[config.mk]
export PLATFORM = sky130hd
export DESIGN_NAME = seq_prefetch
export DESIGN_NICKNAME = d
export VERILOG_FILES = /design/src/rtl/seq_pf_pkg.sv /design/src/rtl/seq_pf_tracker.sv /design/src/rtl/seq_pf_issuer.sv /design/src/rtl/seq_prefetch.sv
export SDC_FILE = /design/constraint.sdc
export NUM_CORES = 1
export LEC_CHECK = 0
export ABC_CLOCK_PERIOD_IN_PS = 2400
export BUFFER_PORTS_ARGS = -buffer_cell sky130_fd_sc_hd__buf_4
export CORE_ASPECT_RATIO = 1.5
export CORE_MARGIN = 3
export CORE_UTILIZATION = 50
export CTS_CLUSTER_DIAMETER = 40
export CTS_CLUSTER_SIZE = 30
export DETAILED_ROUTE_END_ITERATION = 16
export PLACE_DENSITY_LB_ADDON = 0.2
export SLEW_MARGIN = 10
export SYNTH_ARGS = -nofsm -noshare
export SYNTH_HDL_FRONTEND = slang
export SYNTH_SLANG_ARGS = --single-unit
[constraint.sdc]
create_clock -name clk -period 2.4 [get_ports clk]
set_input_delay 0.12 -clock clk [delete_from_list [all_inputs] [get_ports clk]]
set_output_delay 0.12 -clock clk [all_outputs]
set_load 0.02 [all_outputs]
[src/rtl/seq_pf_pkg.sv]
package seq_pf_pkg;

    typedef enum logic [1:0] {
        TRK_EMPTY = 2'd0,
        TRK_SEEN  = 2'd1,
        TRK_RUN   = 2'd2
    } trk_state_e;

    typedef enum logic [1:0] {
        ISS_IDLE  = 2'd0,
        ISS_PROBE = 2'd1,
        ISS_OFFER = 2'd2
    } iss_state_e;

endpackage

[src/rtl/seq_pf_tracker.sv]
module seq_pf_tracker
    import seq_pf_pkg::*;
#(
    parameter int BLK_W = 28
) (
    input  logic             clk,
    input  logic             rst_n,
    input  logic             in_valid,
    input  logic [BLK_W-1:0] in_blk,
    output logic             trig,
    output logic [BLK_W-1:0] trig_target
);

    localparam logic [BLK_W-1:0] ONE_BLK = BLK_W'(1);

    trk_state_e       state_q, state_d;
    logic [BLK_W-1:0] last_q;
    logic             step_ok;

    assign step_ok = (in_blk == (last_q + ONE_BLK));

    // State register and last-block register.
    always_ff @(posedge clk) begin
        if (!rst_n) begin
            state_q <= TRK_EMPTY;
            last_q  <= '0;
        end else begin
            state_q <= state_d;
            if (in_valid) begin
                last_q <= in_blk;
            end
        end
    end

    // Next state.
    always_comb begin
        state_d = state_q;
        if (in_valid) begin
            unique case (state_q)
                TRK_EMPTY: state_d = TRK_SEEN;
                TRK_SEEN:  state_d = step_ok ? TRK_RUN : TRK_SEEN;
                TRK_RUN:   state_d = step_ok ? TRK_RUN : TRK_SEEN;
                default:   state_d = TRK_EMPTY;
            endcase
        end
    end

    // Outputs: a trigger on every access that extends a run.
    always_comb begin
        trig        = in_valid && (state_q != TRK_EMPTY) && step_ok;
        trig_target = in_blk + ONE_BLK;
    end

endmodule

[src/rtl/seq_pf_issuer.sv]
module seq_pf_issuer
    import seq_pf_pkg::*;
#(
    parameter int BLK_W = 28
) (
    input  logic             clk,
    input  logic             rst_n,
    input  logic             trig,
    input  logic [BLK_W-1:0] trig_target,
    input  logic             probe_present,
    input  logic             pf_ready,
    output logic             probe_valid,
    output logic [BLK_W-1:0] probe_blk,
    output logic             pf_valid,
    output logic [BLK_W-1:0] pf_blk
);

    iss_state_e       state_q, state_d;
    logic [BLK_W-1:0] cand_q, cand_d;
    logic [BLK_W-1:0] sent_q, sent_d;
    logic             sent_v_q, sent_v_d;
    logic             is_dup;

    assign is_dup = sent_v_q && (cand_q == sent_q);

    // State register with candidate and last-issued record.
    always_ff @(posedge clk) begin
        if (!rst_n) begin
            state_q  <= ISS_IDLE;
            cand_q   <= '0;
            sent_q   <= '0;
            sent_v_q <= 1'b0;
        end else begin
            state_q  <= state_d;
            cand_q   <= cand_d;
            sent_q   <= sent_d;
            sent_v_q <= sent_v_d;
        end
    end

    // Next state: triggers are taken only in ISS_IDLE.
    always_comb begin
        state_d  = state_q;
        cand_d   = cand_q;
        sent_d   = sent_q;
        sent_v_d = sent_v_q;
        unique case (state_q)
            ISS_IDLE: begin
                if (trig) begin
                    state_d = ISS_PROBE;
                    cand_d  = trig_target;
                end
            end
            ISS_PROBE: begin
                state_d = (probe_present || is_dup) ? ISS_IDLE : ISS_OFFER;
            end
            ISS_OFFER: begin
                if (pf_ready) begin
                    state_d  = ISS_IDLE;
                    sent_d   = cand_q;
                    sent_v_d = 1'b1;
                end
            end
            default: state_d = ISS_IDLE;
        endcase
    end

    // Outputs decoded from the state register.
    always_comb begin
        probe_valid = (state_q == ISS_PROBE);
        probe_blk   = cand_q;
        pf_valid    = (state_q == ISS_OFFER);
        pf_blk      = cand_q;
    end

endmodule

[src/rtl/seq_prefetch.sv]
module seq_prefetch #(
    parameter int ADDR_W = 32,
    parameter int OFFS_W = 4
) (
    input  logic              clk,
    input  logic              rst_n,
    input  logic              acc_valid,
    input  logic [ADDR_W-1:0] acc_addr,
    output logic              probe_valid,
    output logic [ADDR_W-1:0] probe_addr,
    input  logic              probe_present,
    output logic              pf_valid,
    input  logic              pf_ready,
    output logic [ADDR_W-1:0] pf_addr
);

    localparam int BLK_W = ADDR_W - OFFS_W;

    logic             trig;
    logic [BLK_W-1:0] trig_target;
    logic [BLK_W-1:0] probe_blk;
    logic [BLK_W-1:0] pf_blk;

    seq_pf_tracker #(.BLK_W(BLK_W)) u_tracker (
        .clk         (clk),
        .rst_n       (rst_n),
        .in_valid    (acc_valid),
        .in_blk      (acc_addr[ADDR_W-1:OFFS_W]),
        .trig        (trig),
        .trig_target (trig_target)
    );

    seq_pf_issuer #(.BLK_W(BLK_W)) u_issuer (
        .clk           (clk),
        .rst_n         (rst_n),
        .trig          (trig),
        .trig_target   (trig_target),
        .probe_present (probe_present),
        .pf_ready      (pf_ready),
        .probe_valid   (probe_valid),
        .probe_blk     (probe_blk),
        .pf_valid      (pf_valid),
        .pf_blk        (pf_blk)
    );

    assign probe_addr = {probe_blk, {OFFS_W{1'b0}}};
    assign pf_addr    = {pf_blk, {OFFS_W{1'b0}}};

endmodule

==> impl_metrics.json <==
{
  "path_max_fanout": 8,
  "worstPathArrival_ns": 3.08,
  "drtPass1Iterations": 4,
  "hold_viol": 0,
  "synth_ff_type": "dfxtp_1",
  "post-place-cells": 862,
  "synth_cells": 636,
  "place_congestion": 0.959,
  "ys_types": 53,
  "fmax_mhz": 357,
  "cts.clk_slew.worst_paths_ns": 0.07,
  "antenna-diode-count": 0,
  "p_comb_share_pct": 13.8,
  "sequentialPowerShare_pct": 46.3,
  "criticalPathCategory": "register to register",
  "grt_pass1_wl_mm": 22.5,
  "skew_ns": 0.00624,
  "synth-seq-area-share_pct": 33.9,
  "antenna_left": 0,
  "synth_area_um2": 5260,
  "p_int_uw": 2430,
  "rows": 45,
  "setup_violations": 31,
  "final_cell_area_um2": 6770,
  "hp-class": "input pin to register",
  "p_sw_uw": 881,
  "drt_iter0_drc": 162,
  "worstSkewPairLatency_ns": 0.34,
  "finalCritPeriodShare_pct": 117,
  "critPathLaunchType": "register",
  "slew_headroom_pct": 54.3,
  "finalSetupTns_ns": -9.92,
  "ys.warnings.count": 0,
  "tightest_slew_ns": 0.684,
  "numCtsBuffers": 9,
  "layout_commonest_cell": "buf_4",
  "setup_slack_ns": -0.398,
  "power.density_cell_area_nw_per_um2": 490,
  "hpwl_mm": 10.3,
  "die-area_um2": 11800,
  "p_sw_share_pct": 26.6,
  "fin_util_pct": 66.4,
  "finalWirelength_mm": 13.9,
  "synthArstFlopShare_pct": 0,
  "cts_buffer_depth": 2,
  "ios": 103,
  "grt-ovfl-total": 0,
  "die_h_um": 132,
  "area_growth_pct": 28.6,
  "htreeDepth": 3,
  "violations": "setup timing",
  "slew_viol_final": 0,
  "hold_slack_ns": 0.0600,
  "vias": 4688,
  "grt_max_degree": 53,
  "rsz0062_at_grt": "yes",
  "numClockSinks": 89,
  "start_util_pct": 51.6,
  "layout_min_cycle_time_ns": 2.80,
  "track_usage_pct": 23.2,
  "final_cells": 888,
  "fin_nets": 783,
  "drcViolationCount": 0,
  "clockPowerShare_pct": 39.9,
  "syn-mean-instance-area_um2": 8.27,
  "synth_top_cell_area_share_pct": 33.9,
  "status": "finished with violations",
  "synth.area.top_cells": "dfxtp_1 34%, mux2i_1 11%, xnor2_1 11%, nand2_1 6.1%, nor2_1 5.7%",
  "layout_common_cells": "152 x buf_4, 84 x nand2_1, 77 x nor2_1, 76 x dfxtp_1, 65 x xnor2_1",
  "grt_pass1_vias": 4612,
  "dpl_cell_area_um2": 6230,
  "antenna_found_initial": 0,
  "drt-vias-per-instance": 5.28,
  "ctsRootBufferMaster": "clkbuf_16",
  "synth_largest_area_cell": "dfxtp_1",
  "die-width_um": 89.8,
  "cts_tree": "done",
  "synth_edf_count": 0,
  "vdd_drop_max_mv": 0.537,
  "portBuffers": 90,
  "total_leakage_power_uw": 0.00297,
  "end_kind": "register",
  "drive_gt1_share_pct": 29.3,
  "maxCapViolations": 0,
  "wl_per_cell_um": 15.6,
  "core_area_um2": 10200,
  "synth_seq_cells": 89,
  "cp.required_ns": 2.68
}
worst paths after layout:
path | start | to | slack (ns) | cells after the start
hold / removal | acc_addr[31] | u_tracker.last_q[27] | 0.06 | 3
hold reg to reg | u_issuer.sent_q[23] | u_issuer.sent_q[23] | 0.46 | 2
setup / recovery | u_tracker.last_q[1] | u_issuer.pf_blk[0] | -0.40 | 13
setup reg to reg | u_tracker.last_q[1] | u_issuer.pf_blk[0] | -0.40 | 13
critical path: stages, from the launching register on:
cell       delay [ns]
dfxtp_4          0.38
nand4_1          0.14
buf_4            0.17
nor4_4           0.27
buf_4            0.16
o22ai_2          0.07
a211oi_2         0.22
nand4_1          0.23
a2111oi_4        0.27
nand4_1          0.16
buf_6            0.18
buf_12           0.15
or2_1            0.22
a21oi_2          0.10
metrics by stage:
step / total power [uW] / worst slack, ns
final: 3310 / -0.398
after global routing: 3440 / -0.466
after CTS: 3330 / -0.275
after detailed placement: 2000 / -0.317
after global placement: 1990 / -0.234
after floorplan: 1830 / -0.0377
state kept, by name (all words and copies together) (netlist names):
signal and count:
u_issuer.pf_blk 28, u_issuer.sent_q 28, u_issuer.sent_v_q 1, u_issuer.state_q 2
u_tracker.last_q 28, u_tracker.state_q 2
cell usage after synthesis, types with 4 or more instances:
library cell and instances:
buf_4 38, nand4_1 16, ha_1 4, inv_1 6
nor4_1 7, xor2_1 23, and3_1 6, a31oi_1 4
nor3_1 8, buf_2 7, clkbuf_1 26, a21oi_1 37
nand3_1 22, xnor2_1 65, nor2_1 80, and2_1 4
dfxtp_1 89, nand2b_1 6, mux2i_1 58, o22ai_1 4
nand2_1 85
power by group through the flow:
| stage | Combinational [uW] | Sequential (uW) | Clock [uW] |
|---|---|---|---|
| final | 457 | 1530 | 1320 |
| after CTS | 446 | 1530 | 1350 |
| after global placement | 426 | 1570 | 0 |
| after detailed placement | 436 | 1570 | 0 |
| after global routing | 496 | 1540 | 1400 |
| after floorplan | 268 | 1570 | 0 |
area by class of cell:
cell class / instances / area (um^2)
Clock buffer: 10 / 229
Clock inverter: 6 / 50.0
Fill cell: 853 / 3420
Inverter: 7 / 26.3
Multi-Input combinational cell: 475 / 3180
Sequential cell: 89 / 1810
Tap cell: 141 / 176
Timing Repair Buffer: 160 / 1290
kinds of logic (layout without fill, tap and decap cells):
logic type,Yosys count,in the layout,synth area share [%]
other,1,8,0.0713
buffers and inverters,79,183,8.51
muxes,59,59,11.2
xor gates and xnor gates,88,88,14.6
and+or+nand+nor,256,256,23.5
DFF,89,89,33.9
adders and majority gates,4,4,0.951
AOI/OAI and AO/OA,60,60,7.23
timing repair:
| item | CTS | global route |
|---|---|---|
| cloned | 2 | 1 |
| setup endpoints to repair | 31 | 31 |
| buffers inserted | 5 | 1 |
| hold buffers | 1 | 0 |
| gates resized for setup | 25 | 13 |
| pin swaps | 8 | 15 |
| hold endpoints to repair | 1 | 0 |
routing by layer:
metal | GRT usage (%) | up-vias | part of all wire (%)
met5 | 0 | - | 0
met4 | 10.3 | 0 | 3.2
met3 | 3.67 | 35 | 3.2
met2 | 43.6 | 110 | 54
met1 | 25.2 | 2230 | 39
li1 | - | 2313 | -
(Power assumes the default switching activity.)
